--- src/rtl/jss_pkg.sv ---
package jss_pkg;

  // Conductance of bit k for a register of length n, scaled so that the
  // n weights sum to 2**w - 1. The pairs differ by at most one LSB.
  function automatic int jss_weight(int n, int k, int w);
    int base;
    base = 0;
    if (n == 6) begin
      case (k)
        0, 5:    base = 4390;
        1, 4:    base = 11994;
        2:       base = 16384;
        default: base = 16383;
      endcase
    end else if (n == 12) begin
      case (k)
        0, 11:   base = 1117;
        1, 10:   base = 3273;
        2, 9:    base = 5207;
        3, 8:    base = 6786;
        4, 7:    base = 7903;
        5:       base = 8481;
        default: base = 8482;
      endcase
    end
    return base >> (16 - w);
  endfunction

endpackage

--- src/rtl/jss_ring.sv ---
module jss_ring #(
  parameter int N = 6
) (
  input  logic         clk,
  input  logic         rst,
  input  logic         en,
  output logic [N-1:0] q
);
  localparam int EW = N - 1;

  logic [N-1:0]  q_r;
  logic [EW-1:0] edges;
  logic          legal;

  // A legal pattern is one run from bit 0 followed by the opposite run.
  assign edges = q_r[N-1:1] ^ q_r[N-2:0];
  assign legal = ($countones(edges) <= 1);

  always_ff @(posedge clk) begin
    if (rst) begin
      q_r <= '0;
    end else if (en) begin
      if (!legal) q_r <= '0;
      else        q_r <= {q_r[N-2:0], ~q_r[N-1]};
    end
  end

  assign q = q_r;
endmodule

--- src/rtl/jss_tap.sv ---
module jss_tap #(
  parameter int N   = 6,
  parameter int LAG = 0
) (
  input  logic [N-1:0] q,
  output logic [N-1:0] lagged
);
  // The pattern LAG states earlier: a rotation of the ring with the
  // wrapped-around bits inverted.
  for (genvar k = 0; k < N; k++) begin : g_bit
    localparam int M = (k + LAG) % (2 * N);
    if (M < N) begin : g_direct
      assign lagged[k] = q[M];
    end else begin : g_invert
      assign lagged[k] = ~q[M - N];
    end
  end
endmodule

--- src/rtl/jss_sum.sv ---
module jss_sum #(
  parameter int N = 6,
  parameter int W = 16
) (
  input  logic               clk,
  input  logic               rst,
  input  logic               en,
  input  logic [N-1:0]       bits,
  output logic signed [W:0]  sample
);
  import jss_pkg::*;
  localparam int AW = W + 2;

  logic signed [AW-1:0] acc;
  logic signed [AW-1:0] term;

  always_comb begin
    acc  = '0;
    term = '0;
    for (int k = 0; k < N; k++) begin
      term = AW'(jss_weight(N, k, W));
      acc  = bits[k] ? acc + term : acc - term;
    end
  end

  always_ff @(posedge clk) begin
    if (rst)     sample <= '0;
    else if (en) sample <= acc[W:0];
  end
endmodule

--- src/rtl/jss_synth.sv ---
module jss_synth #(
  parameter int N = 6,
  parameter int W = 16
) (
  input  logic              clk,
  input  logic              rst,
  input  logic              en,
  output logic [N-1:0]      ring_q,
  output logic signed [W:0] sample_i,
  output logic signed [W:0] sample_q,
  output logic signed [W:0] sample_b,
  output logic signed [W:0] sample_c
);
  localparam bit HAS_QUAD  = (N % 2) == 0;
  localparam bit HAS_THREE = (N % 3) == 0;

  logic [N-1:0] state;

  jss_ring #(.N(N)) u_ring (
    .clk (clk), .rst (rst), .en (en), .q (state)
  );

  assign ring_q = state;

  jss_sum #(.N(N), .W(W)) u_sum_i (
    .clk (clk), .rst (rst), .en (en), .bits (state), .sample (sample_i)
  );

  if (HAS_QUAD) begin : g_quad
    logic [N-1:0] bits_q;
    jss_tap #(.N(N), .LAG(N / 2)) u_tap (.q (state), .lagged (bits_q));
    jss_sum #(.N(N), .W(W)) u_sum (
      .clk (clk), .rst (rst), .en (en), .bits (bits_q), .sample (sample_q)
    );
  end else begin : g_no_quad
    assign sample_q = '0;
  end

  if (HAS_THREE) begin : g_three
    logic [N-1:0] bits_b;
    logic [N-1:0] bits_c;
    jss_tap #(.N(N), .LAG(2 * N / 3)) u_tap_b (.q (state), .lagged (bits_b));
    jss_tap #(.N(N), .LAG(4 * N / 3)) u_tap_c (.q (state), .lagged (bits_c));
    jss_sum #(.N(N), .W(W)) u_sum_b (
      .clk (clk), .rst (rst), .en (en), .bits (bits_b), .sample (sample_b)
    );
    jss_sum #(.N(N), .W(W)) u_sum_c (
      .clk (clk), .rst (rst), .en (en), .bits (bits_c), .sample (sample_c)
    );
  end else begin : g_no_three
    assign sample_b = '0;
    assign sample_c = '0;
  end
endmodule

--- config.mk ---
export PLATFORM = sky130hd
export DESIGN_NAME = jss_synth
export DESIGN_NICKNAME = d
export VERILOG_FILES = /design/src/rtl/jss_pkg.sv /design/src/rtl/jss_ring.sv /design/src/rtl/jss_tap.sv /design/src/rtl/jss_sum.sv /design/src/rtl/jss_synth.sv
export SDC_FILE = /design/constraint.sdc
export NUM_CORES = 1
export LEC_CHECK = 0
export ABC_AREA = 1
export BUFFER_PORTS_ARGS = -buffer_cell sky130_fd_sc_hd__clkbuf_2
export CAP_MARGIN = 20
export CORE_MARGIN = 2
export CORE_UTILIZATION = 45
export CTS_CLUSTER_SIZE = 28
export DETAILED_ROUTE_END_ITERATION = 12
export PLACE_DENSITY = 0.65
export SYNTH_ARGS = -nofsm -noshare
export SYNTH_HDL_FRONTEND = slang
export SYNTH_SLANG_ARGS = --single-unit
--- constraint.sdc ---
create_clock -name clk -period 5.7 [get_ports clk]
set_input_delay 1.71 -clock clk [delete_from_list [all_inputs] [get_ports clk]]
set_output_delay 1.71 -clock clk [all_outputs]
set_load 0.02 [all_outputs]
# [After elaboration in Yosys (flattened, before gate mapping)]
# Cells that the tools add are included.
[totals] in_bits=3 output_inout_bits=74 reg_bits=74 word_cells=77
[op_classes] n_mux=25 bitwise=2 magnitude_cmp=1 add_sub_neg=44
[ops] op="$mux W17" n=24
[ops] op="$add A17 B15 Y17 const B" n=12
[ops] op="$sub A17 B15 Y17 const B" n=12
[ops] op="$add A17 B14 Y17 const B" n=4
[ops] op="$add A17 B16 Y17 const B" n=4
[ops] op="$sub A17 B14 Y17 const B" n=4
[ops] op="$sub A17 B16 Y17 const B" n=4
[ops] op="$add A32 B1 Y32" n=1
[ops] op="$add A32 B32 Y32" n=1
[ops] op="$le A32 B2 Y1 const B" n=1
[ops] op="$mux W6" n=1
[ops] op="$xor A5 B5 Y5" n=1
[ops] op="$add A1 B1 Y2" n=2
[ops] op="$not A1 Y1" n=1

# [Depth between registers and ports, before layout]
[logic_depth] ltp_word=11 mapped_depth=32 mapped_depth_nobuf=32

# [Cells and area by module]
# Synthesis repeated with hierarchy kept, for this count alone.
[unflattened] hier_cells=1609 hier_area_um2=10073.4
[by_module_without_submodules] module="jss_sum at u_sum_i" instances=1 area_per_inst_um2=2474.9 cells_each=397 seq_area_each_um2=340.3
[by_module_without_submodules] module="jss_sum at g_quad.u_sum" instances=1 area_per_inst_um2=2438.6 cells_each=401 seq_area_each_um2=340.3
[by_module_without_submodules] module="jss_sum at g_three.u_sum_b" instances=1 area_per_inst_um2=2394.8 cells_each=381 seq_area_each_um2=340.3
[by_module_without_submodules] module="jss_sum at g_three.u_sum_c" instances=1 area_per_inst_um2=2344.7 cells_each=373 seq_area_each_um2=340.3
[by_module_without_submodules] module="jss_ring" instances=1 area_per_inst_um2=326.6 cells_each=39 seq_area_each_um2=120.1
[by_module_without_submodules] module="jss_tap at g_three.u_tap_b ..." instances=2 area_per_inst_um2=30.0 cells_each=6 seq_area_each_um2=0.0
[by_module_without_submodules] module="jss_tap at g_quad.u_tap" instances=1 area_per_inst_um2=33.8 cells_each=6 seq_area_each_um2=0.0

# [Least setup slack after synthesis]
# OpenSTA, ideal clock, no wires.
[synth_timing] kind="register to register" startpoint="reg u_ring.q_r[0] (netlist: u_ring.q[0])" endpoint="reg u_sum_i.sample[15]" path_stages_with_launch=29 arrival_ps=5304 slack_ps=283 n_path_buf=0 period_less_slack_ps=5417 setup_ps=113 t_required_ps=5587 path_cell_list="dfxtp_1 -> inv_1 -> ha_1 -> inv_1 -> ha_1 -> inv_1 -> fa_1 -> inv_1 -> fa_1 -> a31o_2 -> o21ai_0 -> inv_1 -> ha_1 -> nand2_1 -> inv_1 -> a21oi_1 -> nand2_1 -> a21oi_1 -> o21ai_2 -> xor2_1 -> ha_1 -> a21oi_1 -> o21ai_0 -> a21oi_1 -> nand2_1 -> nand2_1 -> nand2_1 -> o21ai_1 -> inv_1"
[synth_via] elab_chain_cells=11 elab_cells_between_ends=16 classes_between="10 x add/sub; 6 x mux"
[synth_rtl] element="start: declaration" line_no="jss_ring.sv:11" text="logic [N-1:0] q_r;"
[synth_rtl] element="start signal: assignment" line_no="jss_ring.sv:24" text="else q_r <= {q_r[N-2:0], ~q_r[N-1]};"
[synth_rtl] element="$mux W17 *" line_no="jss_sum.sv:22" text="acc = bits[k] ? acc + term : acc - term;"
[synth_rtl] element="$sub A17 B15 Y17 or $add A17 B15 Y17 (tied branches)" line_no="jss_sum.sv:22"
[synth_rtl] element="$mux W17 *" line_no="jss_sum.sv:22"
[synth_rtl] element="$sub A17 B16 Y17 or $add A17 B16 Y17 (tied branches)" line_no="jss_sum.sv:22"
[synth_rtl] element="$mux W17 *" line_no="jss_sum.sv:22"
[synth_rtl] element="$sub A17 B15 Y17 or $add A17 B15 Y17 (tied branches)" line_no="jss_sum.sv:22"
[synth_rtl] element="$mux W17 *" line_no="jss_sum.sv:22"
[synth_rtl] element="$sub A17 B15 Y17 or $add A17 B15 Y17 (tied branches)" line_no="jss_sum.sv:22"
[synth_rtl] element="$mux W17 *" line_no="jss_sum.sv:22"
[synth_rtl] element="$sub A17 B14 Y17 or $add A17 B14 Y17 (tied branches)" line_no="jss_sum.sv:22"
[synth_rtl] element="$mux W17 *" line_no="jss_sum.sv:22"
[synth_rtl] element="end signal: assignment" line_no="jss_sum.sv:28" text="else if (en) sample <= acc[W:0];"
[synth_rtl] element="end: declaration" line_no="jss_sum.sv:9" text="output logic signed [W:0] sample"
# Mark *: on every way between the ends. The rest lies on a longest branch, timed or not.
# A chain may end at the register's enable or synchronous reset.

# [Worst setup path after layout]
[layout_timing] startpoint="reg u_ring.q_r[3] (netlist: u_ring.q[3])" endpoint="reg g_quad.u_sum.sample[14]"
[layout_via] elab_chain_cells=11 elab_cells_between_ends=16 classes_between="10 x add/sub; 6 x mux"
[layout_rtl] element="$mux W17 *" line_no="jss_sum.sv:22"
[layout_rtl] element="$sub A17 B15 Y17 or $add A17 B15 Y17 (tied branches)" line_no="jss_sum.sv:22"
[layout_rtl] element="$mux W17 *" line_no="jss_sum.sv:22"
[layout_rtl] element="$sub A17 B16 Y17 or $add A17 B16 Y17 (tied branches)" line_no="jss_sum.sv:22"
[layout_rtl] element="$mux W17 *" line_no="jss_sum.sv:22"
[layout_rtl] element="$add A17 B15 Y17 or $sub A17 B15 Y17 (tied branches)" line_no="jss_sum.sv:22"
[layout_rtl] element="$mux W17 *" line_no="jss_sum.sv:22"
[layout_rtl] element="$add A17 B15 Y17 or $sub A17 B15 Y17 (tied branches)" line_no="jss_sum.sv:22"
[layout_rtl] element="$mux W17 *" line_no="jss_sum.sv:22"
[layout_rtl] element="$add A17 B14 Y17 or $sub A17 B14 Y17 (tied branches)" line_no="jss_sum.sv:22"
[layout_rtl] element="$mux W17 *" line_no="jss_sum.sv:22"
[layout_rtl] element="end signal: assignment" line_no="jss_sum.sv:28"
[layout_rtl] element="end: declaration" line_no="jss_sum.sv:9"
# Marks and branches as above.

==> metrics.md <==
| Metric | Value |
|---|---|
| Period utilisation layout | 86.4% |
| Port bufs | 76 |
| CP max stage cell | dfxtp_2 |
| Synthesized cell area | 0.0107 mm2 |
| Worst IR Drop VDD | 0.188 mV |
| Initial Util | 45.7% |
| Number of synthesized flops with an enable pin | 0 |
| Area contributors post-synth | ha_1 18%, nand2_1 15%, dfxtp_1 13% |
| CTS buffer count | 9 |
| Net Switching | 2560 uW |
| Vias in the first global route | around 9600 |
| Most instantiated cells after synthesis | 426 x nand2_1, 240 x inv_1, 208 x nor2_1, 158 x ha_1, 122 x a21oi_1 |
| Outcome | complete, no violations |
| Footprint of the multi-input gates | ~0.0082 mm2 |
| Unrepaired setup endpoints after global routing | no |
| Post-synth top area share | a little under a fifth |
| P_int | 2360 uW |
| Worst-margin pin slew | 0.997 ns |
| Crit path top cell by count | nand2_1 |
| Final #Nets | 1947 |
| Drt first pass iters | 5 |
| Share of layout cells above drive strength 1 | approximately 8.4% |
| Final setup margin | 0.775 ns |
| CTS Buffer Depth | 2 |
| CTS tree | built |
| Post-layout util | 50.1% |
| Register area | ~0.0014 mm2 |
| Mapped Nets | 1881 |
| Top Ports | 77 |
| Distinct cells, synth | 45 |
| DR vias | 10300 |
| GR Util All Layers | about 21% |
| Syn_area_per_cell | about 6.3 um2 |
| Critical path class | reg -> reg |
| Crit end category | register |
| Cell family with most CP delay | adder cells |
| Static Leakage | 0.00667 uW |
| CP Max Fanout | 15 |
| Post-CTS setup buffer count | 0 |
| Slew headroom | 33.5% |
| Pwr dens | 418 mW/mm2 |
| Slowest stage delay, CP | between 0.5 and 0.6 ns |
| Antenna Cells | 0 |
| Share of total power in the clock network | 13.3% |
| Via density | ~5.0 |
| Area leader, netlist | ha_1 |
| Hold buffer count at cts | 0 |
| Final hold violation count | 0 |
| Logic pwr share | 72.7% |
| WP data arrival | between 5 and 6 ns |
| WP buf/inv | 3 |
| ANT nets after route | 0 |
| Min cycle time layout | slightly below 5 ns |
| Gate Count Post-Synth | 1698 |
| Die height | 158 um |
| Core box area | between 0.02 and 0.025 mm2 |
| Finished Cell Area | 0.0118 mm2 |
| Wire length per cell | around 13 um |
| DRC | 0 |
| Clock latency on the worst-skew pair | 0.35 ns |
| Fillers | ~2500 |
| Post-DP HPWL | 21000 um |
| Seq/Total Area, Yosys | 13.2% |
| Hold WC Path Type | reg -> reg |
| Switching share of total power | approximately 52% |
| Asr flop ratio synth | 0% |
| Place WS | 0.864 ns |
| Slew Viols, Final | 0 |
| Yosys warns | 0 |
| Flops & latches, synth | 71 |
| Clk sinks | 71 |
| 1st-iter DRT viols | approximately 520 |
| Antenna violations before repair | 0 |
| Non-Filler Instances | about 2100 |
| Worst path required time | between 5 and 6 ns |
| Synthesis-to-layout area growth | 9.64% |
| Layout Skew | 0.0100 ns |
| Worst path cell trace | inv_1 > buf_4 > ha_1 > ha_1 > a21oi_1 > nand2_1 > xor2_1 > ha_1 > nand2_1 > nand2_1 > a21oi_1 > nand2_1 > a21oi_1 > o21ai_1 > xor2_1 > ha_1 > nand2_1 > nor2_1 > a211oi_1 > a21o_1 > nand3_1 > nand2_1 > inv_1 |
| Main flop type after synthesis | dfxtp_1 |
| Placer Congestion | 0.894 |
| Largest net degree at the start of global routing | 96 |
| Fmax achieved | 203 MHz |
| FP Rows | between 50 and 60 |
| Wire length of the first global-routing pass | approximately 45000 um |
| Worst-path clk slew | 0.07 ns |
| H-tree levels | 3 |
| Final setup fails | 0 |
| Die Wd | approximately 160 um |
| Cell with the most instances after synthesis | nand2_1 |
| Setup TNS | 0 ns |
| Placed cell area | roughly 0.011 mm2 |
| Max Cap Viol | 0 |
| Root buf cell | clkbuf_16 |
| Die area | 0.0251 mm2 |
| Cts repair resizes | 0 |
| Routed WL | 26400 um |
| Placed insts | between 2000 and 2500 |
| Sequential share of power | 14.1% |
| Crit path launch type | register |
| GR Overflow Total | 0 |
==> worst min-delay path: cells and delay by family, from the launching register on <==
kind,cells,cell delay (ns)
AND/OR/NAND/NOR,1,0.06
flip-flops,1,0.31
AO/OA/AOI/OAI,1,0.05
==> flip-flops by register name, summed over array words and instances, names as in the netlist <==
signal                  flops
g_three.u_sum_c.sample     16
u_sum_i.sample             17
u_ring.q                    6
g_three.u_sum_b.sample     16
g_quad.u_sum.sample        16
==> power by group through the flow <==
stage,Combinational [uW],Sequential (uW),Clock [uW]
2_1_floorplan,2640,857,0
3_3_place_gp,3540,699,0
3_5_place_dp,3570,701,0
4_1_cts,3590,691,667
5_1_grt,4100,709,683
6_report,3570,691,654
==> cells by family after synthesis <==
logic type      after synthesis  synth area share [%]
compound gates              268                  14.3
simple gates                773                  29.3
xor+xnor                    123                  10.1
flops                        71                  13.2
buf+inv                     283                  10.5
fa+ha+maj                   180                  22.5
==> final timing paths <==
check	start	to	slack [ns]	depth (start not counted)
worst max-delay path	u_ring.q[3]	g_quad.u_sum.sample[14]	0.78	23
worst min-delay path	g_three.u_sum_c.sample[1]	g_three.u_sum_c.sample[1]	0.47	2
worst max register to register	u_ring.q[3]	g_quad.u_sum.sample[14]	0.78	23
worst min register to register	g_three.u_sum_c.sample[1]	g_three.u_sum_c.sample[1]	0.47	2
==> placed cells by master (no fill, tap or decap), drive strengths merged, types with 4 or more instances in the layout <==
cell,instances
and3,4
o211ai,4
nand3b,7
dfxtp,71
a31oi,8
nor2,210
clkbuf,86
o21ai,91
o221ai,4
nand3,97
a21o,15
or2,4
nand2,432
nand4,11
a21oi,125
o21a,6
fa,22
ha,158
inv,245
nor3,5
xor2,92
xnor2,31
buf,17
a211oi,4
==> cell type report <==
class	instances	area share [%]
Multi-Input combinational cell	1344	69.5
Sequential cell	71	12.1
Inverter	246	7.87
Timing Repair Buffer	92	4.27
Tap cell	319	3.39
Clock buffer	11	2.15
Clock inverter	5	0.681
==> metal layers <==
metal  vias up  track usage [%]  part of all wire, %
li1       5575                -                    -
met1      4636             28.1                   49
met2       112             37.9                   47
met3        22             2.20                  2.3
met4         0             5.32                  1.5
met5         -                0                    0
==> metrics by stage <==
stage	hold slack [ns]	total power (uW)
2_1_floorplan	0.541	3500
3_3_place_gp	0.449	4240
3_5_place_dp	0.462	4270
4_1_cts	0.470	4950
5_1_grt	0.489	5490
6_report	0.473	4920
Power figures use the tool's default switching activity.
